File: config.mk
export PLATFORM = sky130hd
export DESIGN_NAME = scl_timing_gen
export DESIGN_NICKNAME = d
export VERILOG_FILES = /design/src/rtl/scl_timing_pkg.sv /design/src/rtl/scl_tick_div.sv /design/src/rtl/scl_timing_dp.sv /design/src/rtl/scl_timing_ctrl.sv /design/src/rtl/scl_timing_gen.sv
export SDC_FILE = /design/constraint.sdc
export NUM_CORES = 1
export LEC_CHECK = 0
export BUFFER_PORTS_ARGS = -buffer_cell sky130_fd_sc_hd__clkbuf_2
export CAP_MARGIN = 20
export CORE_ASPECT_RATIO = 1.1
export CORE_MARGIN = 4
export CORE_UTILIZATION = 50
export CTS_CLUSTER_SIZE = 24
export DETAILED_ROUTE_END_ITERATION = 8
export GPL_ROUTABILITY_DRIVEN = 0
export HOLD_SLACK_MARGIN = 0.03
export MAX_ROUTING_LAYER = met4
export PLACE_DENSITY = 0.73
export SLEW_MARGIN = 20
export SYNTH_ARGS = -nofsm -noshare
export SYNTH_HDL_FRONTEND = slang
export SYNTH_SLANG_ARGS = --single-unit
export TNS_END_PERCENT = 50
File: constraint.sdc
create_clock -name clk -period 13.7 [get_ports clk]
set_input_delay 2.055 -clock clk [delete_from_list [all_inputs] [get_ports clk]]
set_output_delay 2.055 -clock clk [all_outputs]
set_load 0.005 [all_outputs]
File: src/rtl/scl_timing_pkg.sv
package scl_timing_pkg;

  typedef enum logic [1:0] {
    PH_IDLE = 2'd0,
    PH_LOW  = 2'd1,
    PH_HIGH = 2'd2,
    PH_HOLD = 2'd3
  } phase_e;

  // strobes from control to datapath
  typedef struct packed {
    logic   load;     // capture divider and counts
    logic   divHold;  // keep the prescaler at zero
    logic   cntClr;   // restart the phase counter
    phase_e sel;      // which limit the datapath compares against
  } ctrlStb_t;

  // conditions from datapath to control
  typedef struct packed {
    logic lastTick;
    logic midTick;
    logic holdZero;
  } dpStat_t;

endpackage

File: src/rtl/scl_tick_div.sv
module scl_tick_div #(
  parameter int DIV_W = 8
) (
  input  logic             clk,
  input  logic             rstN,
  input  logic             load,
  input  logic [DIV_W-1:0] divIn,
  input  logic             enable,
  input  logic             hold,
  output logic             tick
);
  localparam logic [DIV_W-1:0] DIV_ONE = DIV_W'(1);

  logic [DIV_W-1:0] divReg;
  logic [DIV_W-1:0] divCnt;
  logic [DIV_W-1:0] divLast;

  always_ff @(posedge clk or negedge rstN) begin
    if (!rstN)     divReg <= '0;
    else if (load) divReg <= divIn;
  end

  // a divider of zero behaves as one
  assign divLast = (divReg == '0) ? '0 : divReg - DIV_ONE;
  assign tick    = enable && !hold && (divCnt == divLast);

  always_ff @(posedge clk or negedge rstN) begin
    if (!rstN)                        divCnt <= '0;
    else if (!enable || hold || tick) divCnt <= '0;
    else                              divCnt <= divCnt + DIV_ONE;
  end


  div_range_chk: assert property (@(posedge clk) disable iff (!rstN)
    (enable && !hold) |-> (divCnt <= divLast));

endmodule

File: src/rtl/scl_timing_dp.sv
module scl_timing_dp
  import scl_timing_pkg::*;
#(
  parameter int CNT_W = 10
) (
  input  logic               clk,
  input  logic               rstN,
  input  ctrlStb_t           ctrl,
  input  logic [3*CNT_W-1:0] cfgWord,
  input  logic               tick,
  output dpStat_t            stat
);
  localparam int                CFG_W   = 3 * CNT_W;
  localparam logic [CNT_W-1:0]  CNT_ONE = CNT_W'(1);

  logic [CFG_W-1:0] cfgReg;
  logic [CNT_W-1:0] cycReg, lowReg, highReg;
  logic [CNT_W-1:0] lowEff, highEff, lowHalf, highHalf;
  logic [CNT_W:0]   sumHL, cycExt, diff;
  logic [CNT_W-1:0] holdCnt;
  logic [CNT_W-1:0] limit, midM1;
  logic [CNT_W-1:0] phaseCnt;

  always_ff @(posedge clk or negedge rstN) begin
    if (!rstN)          cfgReg <= '0;
    else if (ctrl.load) cfgReg <= cfgWord;
  end

  assign cycReg  = cfgReg[CNT_W-1:0];
  assign lowReg  = cfgReg[2*CNT_W-1:CNT_W];
  assign highReg = cfgReg[3*CNT_W-1:2*CNT_W];

  // zero counts act as one
  assign lowEff  = (lowReg  == '0) ? CNT_ONE : lowReg;
  assign highEff = (highReg == '0) ? CNT_ONE : highReg;
  assign lowHalf  = lowEff  >> 1;
  assign highHalf = highEff >> 1;

  // surplus period ticks become hold time after the falling edge
  assign sumHL   = {1'b0, lowEff} + {1'b0, highEff};
  assign cycExt  = {1'b0, cycReg};
  assign diff    = cycExt - sumHL;
  assign holdCnt = (cycExt > sumHL) ? diff[CNT_W-1:0] : '0;

  always_comb begin
    case (ctrl.sel)
      PH_LOW: begin
        limit = lowEff;
        midM1 = (lowHalf == '0) ? '0 : lowHalf - CNT_ONE;
      end
      PH_HIGH: begin
        limit = highEff;
        midM1 = (highHalf == '0) ? '0 : highHalf - CNT_ONE;
      end
      PH_HOLD: begin
        limit = holdCnt;
        midM1 = '0;
      end
      default: begin
        limit = CNT_ONE;
        midM1 = '0;
      end
    endcase
  end

  always_ff @(posedge clk or negedge rstN) begin
    if (!rstN)            phaseCnt <= '0;
    else if (ctrl.cntClr) phaseCnt <= '0;
    else if (tick)        phaseCnt <= phaseCnt + CNT_ONE;
  end

  assign stat.lastTick = tick && (phaseCnt == limit - CNT_ONE);
  assign stat.midTick  = tick && (phaseCnt == midM1);
  assign stat.holdZero = (holdCnt == '0);


  phase_bound_chk: assert property (@(posedge clk) disable iff (!rstN)
    (ctrl.sel != PH_IDLE) |-> (phaseCnt < limit));


  cfg_stable_chk: assert property (@(posedge clk) disable iff (!rstN)
    !ctrl.load |=> $stable(cfgReg));

endmodule

File: src/rtl/scl_timing_ctrl.sv
module scl_timing_ctrl
  import scl_timing_pkg::*;
(
  input  logic     clk,
  input  logic     rstN,
  input  logic     run,
  input  logic     clkEn,
  input  logic     sclIn,
  input  dpStat_t  stat,
  output ctrlStb_t ctrl,
  output logic     sclDriveLow,
  output logic     sdaChangeStb,
  output logic     sdaSampleStb
);
  phase_e state, nxt;

  always_comb begin
    ctrl     = '0;
    ctrl.sel = state;
    nxt      = state;
    case (state)
      PH_IDLE: begin
        ctrl.load    = 1'b1;
        ctrl.divHold = 1'b1;
        ctrl.cntClr  = 1'b1;
        if (run && clkEn) nxt = PH_LOW;
      end
      PH_LOW: begin
        if (stat.lastTick) begin
          ctrl.cntClr = 1'b1;
          nxt         = PH_HIGH;
        end
      end
      PH_HIGH: begin
        // the count waits until the line is actually seen high
        ctrl.divHold = !sclIn;
        if (stat.lastTick) begin
          ctrl.cntClr = 1'b1;
          if (!stat.holdZero) nxt = PH_HOLD;
          else                nxt = run ? PH_LOW : PH_IDLE;
        end
      end
      PH_HOLD: begin
        if (stat.lastTick) begin
          ctrl.cntClr = 1'b1;
          nxt         = run ? PH_LOW : PH_IDLE;
        end
      end
      default: nxt = PH_IDLE;
    endcase
  end

  always_ff @(posedge clk or negedge rstN) begin
    if (!rstN) begin
      state        <= PH_IDLE;
      sclDriveLow  <= 1'b0;
      sdaChangeStb <= 1'b0;
      sdaSampleStb <= 1'b0;
    end else begin
      state        <= nxt;
      sclDriveLow  <= (nxt == PH_LOW) || (nxt == PH_HOLD);
      sdaChangeStb <= (state == PH_LOW)  && stat.midTick;
      sdaSampleStb <= (state == PH_HIGH) && stat.midTick;
    end
  end


  freeze_chk: assert property (@(posedge clk) disable iff (!rstN)
    !clkEn |=> $stable(state));


  start_chk: assert property (@(posedge clk) disable iff (!rstN)
    (state == PH_IDLE && run && clkEn) |=> sclDriveLow);


  stretch_hold_chk: assert property (@(posedge clk) disable iff (!rstN)
    (state == PH_HIGH && !sclIn) |=> (state == PH_HIGH));


  strobe_excl_chk: assert property (@(posedge clk) disable iff (!rstN)
    !(sdaChangeStb && sdaSampleStb));

endmodule

File: src/rtl/scl_timing_gen.sv
module scl_timing_gen
  import scl_timing_pkg::*;
#(
  parameter int DIV_W = 8,
  parameter int CNT_W = 10
) (
  input  logic               clk,
  input  logic               rstN,
  input  logic               clkEn,
  input  logic [DIV_W-1:0]   clkDiv,
  input  logic [3*CNT_W-1:0] cfgWord,
  input  logic               run,
  input  logic               sclIn,
  output logic               sclDriveLow,
  output logic               sdaChangeStb,
  output logic               sdaSampleStb
);
  ctrlStb_t ctrlS;
  dpStat_t  statS;
  logic     tick;

  scl_tick_div #(.DIV_W(DIV_W)) u_div (
    .clk    (clk),
    .rstN   (rstN),
    .load   (ctrlS.load),
    .divIn  (clkDiv),
    .enable (clkEn),
    .hold   (ctrlS.divHold),
    .tick   (tick)
  );

  scl_timing_dp #(.CNT_W(CNT_W)) u_dp (
    .clk     (clk),
    .rstN    (rstN),
    .ctrl    (ctrlS),
    .cfgWord (cfgWord),
    .tick    (tick),
    .stat    (statS)
  );

  scl_timing_ctrl u_ctrl (
    .clk          (clk),
    .rstN         (rstN),
    .run          (run),
    .clkEn        (clkEn),
    .sclIn        (sclIn),
    .stat         (statS),
    .ctrl         (ctrlS),
    .sclDriveLow  (sclDriveLow),
    .sdaChangeStb (sdaChangeStb),
    .sdaSampleStb (sdaSampleStb)
  );

endmodule

==> impl_metrics.tcl <==
set metrics [dict create \
    rows 38 \
    fp.dieH_um 114.6 \
    hold_path_class "flip-flop to flip-flop" \
    drt-total-wl_mm 12.63 \
    ys_ff_latch 60 \
    syn_to_final_growth_pct 7.927 \
    r2r_slack_ns 6.29 \
    period_share_pct 54.08 \
    hold_depth 1 \
    period_minus_slack_ns 7.409 \
    synth_area_um2 5161 \
    fmax_ghz 0.1350 \
    reg2reg_from "u_dp.cfgReg[21]" \
    dp.cells 708 \
    hold_buffers 0 \
    synth_edf_count 0 \
    cp_max_fo 9 \
    slew_headroom_pct 34.92 \
    yosysUniqueCellTypes 81 \
    core_region_area_um2 9985 \
    drtAntennaViolNets 0 \
    setup_tns_ns 0 \
    setup_viol 0 \
    postCtsSetupRepairBufs 0 \
    placed_cell_area_um2 5334 \
    clk_path_buf_depth 2 \
    critPathLaunchType "flip-flop" \
    worst_slew_pin_slew_ns 0.9679 \
    routedWlPerCell_um 17.44 \
    cts_made_buffers 9 \
    firstDrtPassIters 6 \
    clk_pin_slew_ns 0.07 \
    grt_use_total_pct 22.37 \
    crit_top_cell "ha_1" \
    finClkSkew_ns 0.01186 \
    min_to "u_dp.cfgReg[6]" \
    vias 4393 \
    avgSynthCellArea_um2 8.838 \
    async_reset_ff_share_pct 100.0 \
    portBuffers 45 \
    grt_pass1_wl_mm 21.02 \
    hold_viol_final 0 \
    fin_util_pct 55.79 \
    final_cell_mix "dfrtp_1, nor2_1, clkbuf_2, nand2_1, xnor2_1" \
    slowest_delay_ns 0.56 \
    synthCells 584 \
    criticalPathCategory "flip-flop to flip-flop" \
    viasPerCell 6.068 \
    fin_nets 670 \
    start_util_pct 51.69 \
    cts.htree.levels 3 \
    clock-sinks 60 \
    worst_setup_path_end_kind "flip-flop" \
    cts_resized 0 \
    die_area_um2 12010 \
    hpwl_mm 9.339 \
    layout_commonest_cell "dfrtp_1" \
    r2r_end "u_ctrl.state[1]" \
    yosysWarnings 0 \
    grt_pass1_vias 4328 \
    drtIter0Drc 410 \
    final_area_um2 5570 \
    grt_overflow 0 \
    crit_path_top_delay_cell "dfrtp_1" \
    n_antenna_cell 0 \
    drive_above_1_share_pct 19.54 \
    yosysSeqAreaShare_pct 29.09 \
    cts_tree "built" \
    drc 0 \
    status "complete, no violations" \
    crit_required_ns 13.99 \
    slew_viol_final 0 \
    io-pin-count 46 \
    worstRegToRegCells 31 \
    antenna_found_initial 0 \
    maxCapViolCount 0 \
    clock_latency_ns 0.35 \
    rsz0062_at_grt "no" \
    synth_flop_cell "dfrtp_1" \
    synth_fp_nets 655 \
    hp-start "u_dp.cfgReg[6]" \
    grt_max_degree 70 \
    final_cells 724 \
    num-fill-cells 915 \
    cp.arrival_ns 7.70 \
    die_width_um 104.9 \
    cts-root-buf "clkbuf_8" \
]
[registers in the layout, indices dropped and copies added, names as in the netlist]
signal and cells:
u_ctrl.sclDriveLow 1, u_ctrl.sdaChangeStb 1, u_ctrl.sdaSampleStb 1, u_ctrl.state 1
u_div.divCnt 8, u_div.divReg 8, u_dp.cfgReg 30, u_dp.phaseCnt 10
[worst max-delay path by stage]
| stage | depth (start not counted) | start | to |
|---|---|---|---|
| final | 31 | u_dp.cfgReg[21] | u_ctrl.state[1] |
| after global routing | 31 | u_dp.cfgReg[21] | u_ctrl.state[1] |
| after CTS | 32 | u_dp.cfgReg[21] | u_ctrl.state[1] |
| after detailed placement | 32 | u_dp.cfgReg[21] | u_ctrl.state[1] |
| after global placement | 31 | u_dp.cfgReg[21] | u_ctrl.state[1] |
| after floorplan | 33 | u_dp.cfgReg[23] | u_ctrl.state[1] |
[cells by family after synthesis]
family          count (synthesis)  share of synthesized area [%]
flops                          60                          29.09
compound gates                127                          17.21
xor+xnor                       65                          11.32
buf+inv                        62                          5.648
fa+ha+maj                      33                          8.073
mux                            36                          7.733
simple gates                  201                          20.92
[Yosys cell counts (all sizes together) (3+ instances only)]
master | n | share of area (%)
o32a | 4 | 0.80
o211ai | 4 | 0.58
nor4b | 3 | 0.63
nand3b | 3 | 0.44
nor4 | 8 | 1.1
or4b | 3 | 0.58
a211oi | 6 | 0.87
o21a | 6 | 1.0
dfrtp | 60 | 29
maj3 | 5 | 0.99
nor2b | 6 | 0.73
or3 | 5 | 0.70
mux2 | 31 | 6.8
and2 | 7 | 0.97
mux2i | 5 | 0.97
a31oi | 9 | 1.1
a21o | 5 | 0.75
o22ai | 7 | 0.85
clkbuf | 31 | 2.3
or2 | 4 | 0.48
nor2 | 49 | 3.6
buf | 12 | 2.0
xor2 | 31 | 5.3
xnor2 | 33 | 5.6
nor3 | 13 | 1.4
nand2 | 41 | 3.0
nand2b | 9 | 1.1
and3 | 12 | 1.5
o21ai | 28 | 2.9
o31ai | 5 | 0.82
nand3 | 22 | 2.1
nand4 | 5 | 0.61
a21oi | 25 | 2.6
a22oi | 8 | 1.2
or4 | 4 | 0.58
ha | 26 | 6.3
inv | 19 | 1.4
[metal layers]
layer / wire (um) / vias to the layer above / global-route usage [%]
met2: 5963 / 129 / 36.20
li1: - / 2123 / -
met5: 0 / - / -
met4: 529 / 0 / 10.76
met3: 609 / 38 / 4.174
met1: 5526 / 2103 / 27.06
[worst max-delay path: cells and delay by family (launching register included)]
kind	cells	cell delay [ns]
fa+ha+maj	5	1.58
xor+xnor	2	0.28
simple gates	14	2.95
compound gates	10	1.99
flops	1	0.56
[final cells by class]
class | count | area, um2 | share of cell area, %
Clock inverter | 3 | 67.56 | 1.213
Sequential cell | 60 | 1501 | 26.95
Inverter | 19 | 71.32 | 1.280
Multi-Input combinational cell | 462 | 3371 | 60.51
Timing Repair Buffer | 47 | 240.2 | 4.313
Tap cell | 120 | 150.1 | 2.695
Clock buffer | 13 | 168.9 | 3.032
[per-stage QoR]
stage                     worst slack (ns)  hold WS (ns)
after global routing                 5.771        0.5478
after global placement               6.708        0.4989
final                                6.291        0.5165
after detailed placement             6.410        0.5029
after CTS                            6.381        0.5186
after floorplan                      6.917        0.4875
Power is left out: the tool's default activity adds up to more than one toggle a clock period on the data nets, which glitch-free logic cannot reach.
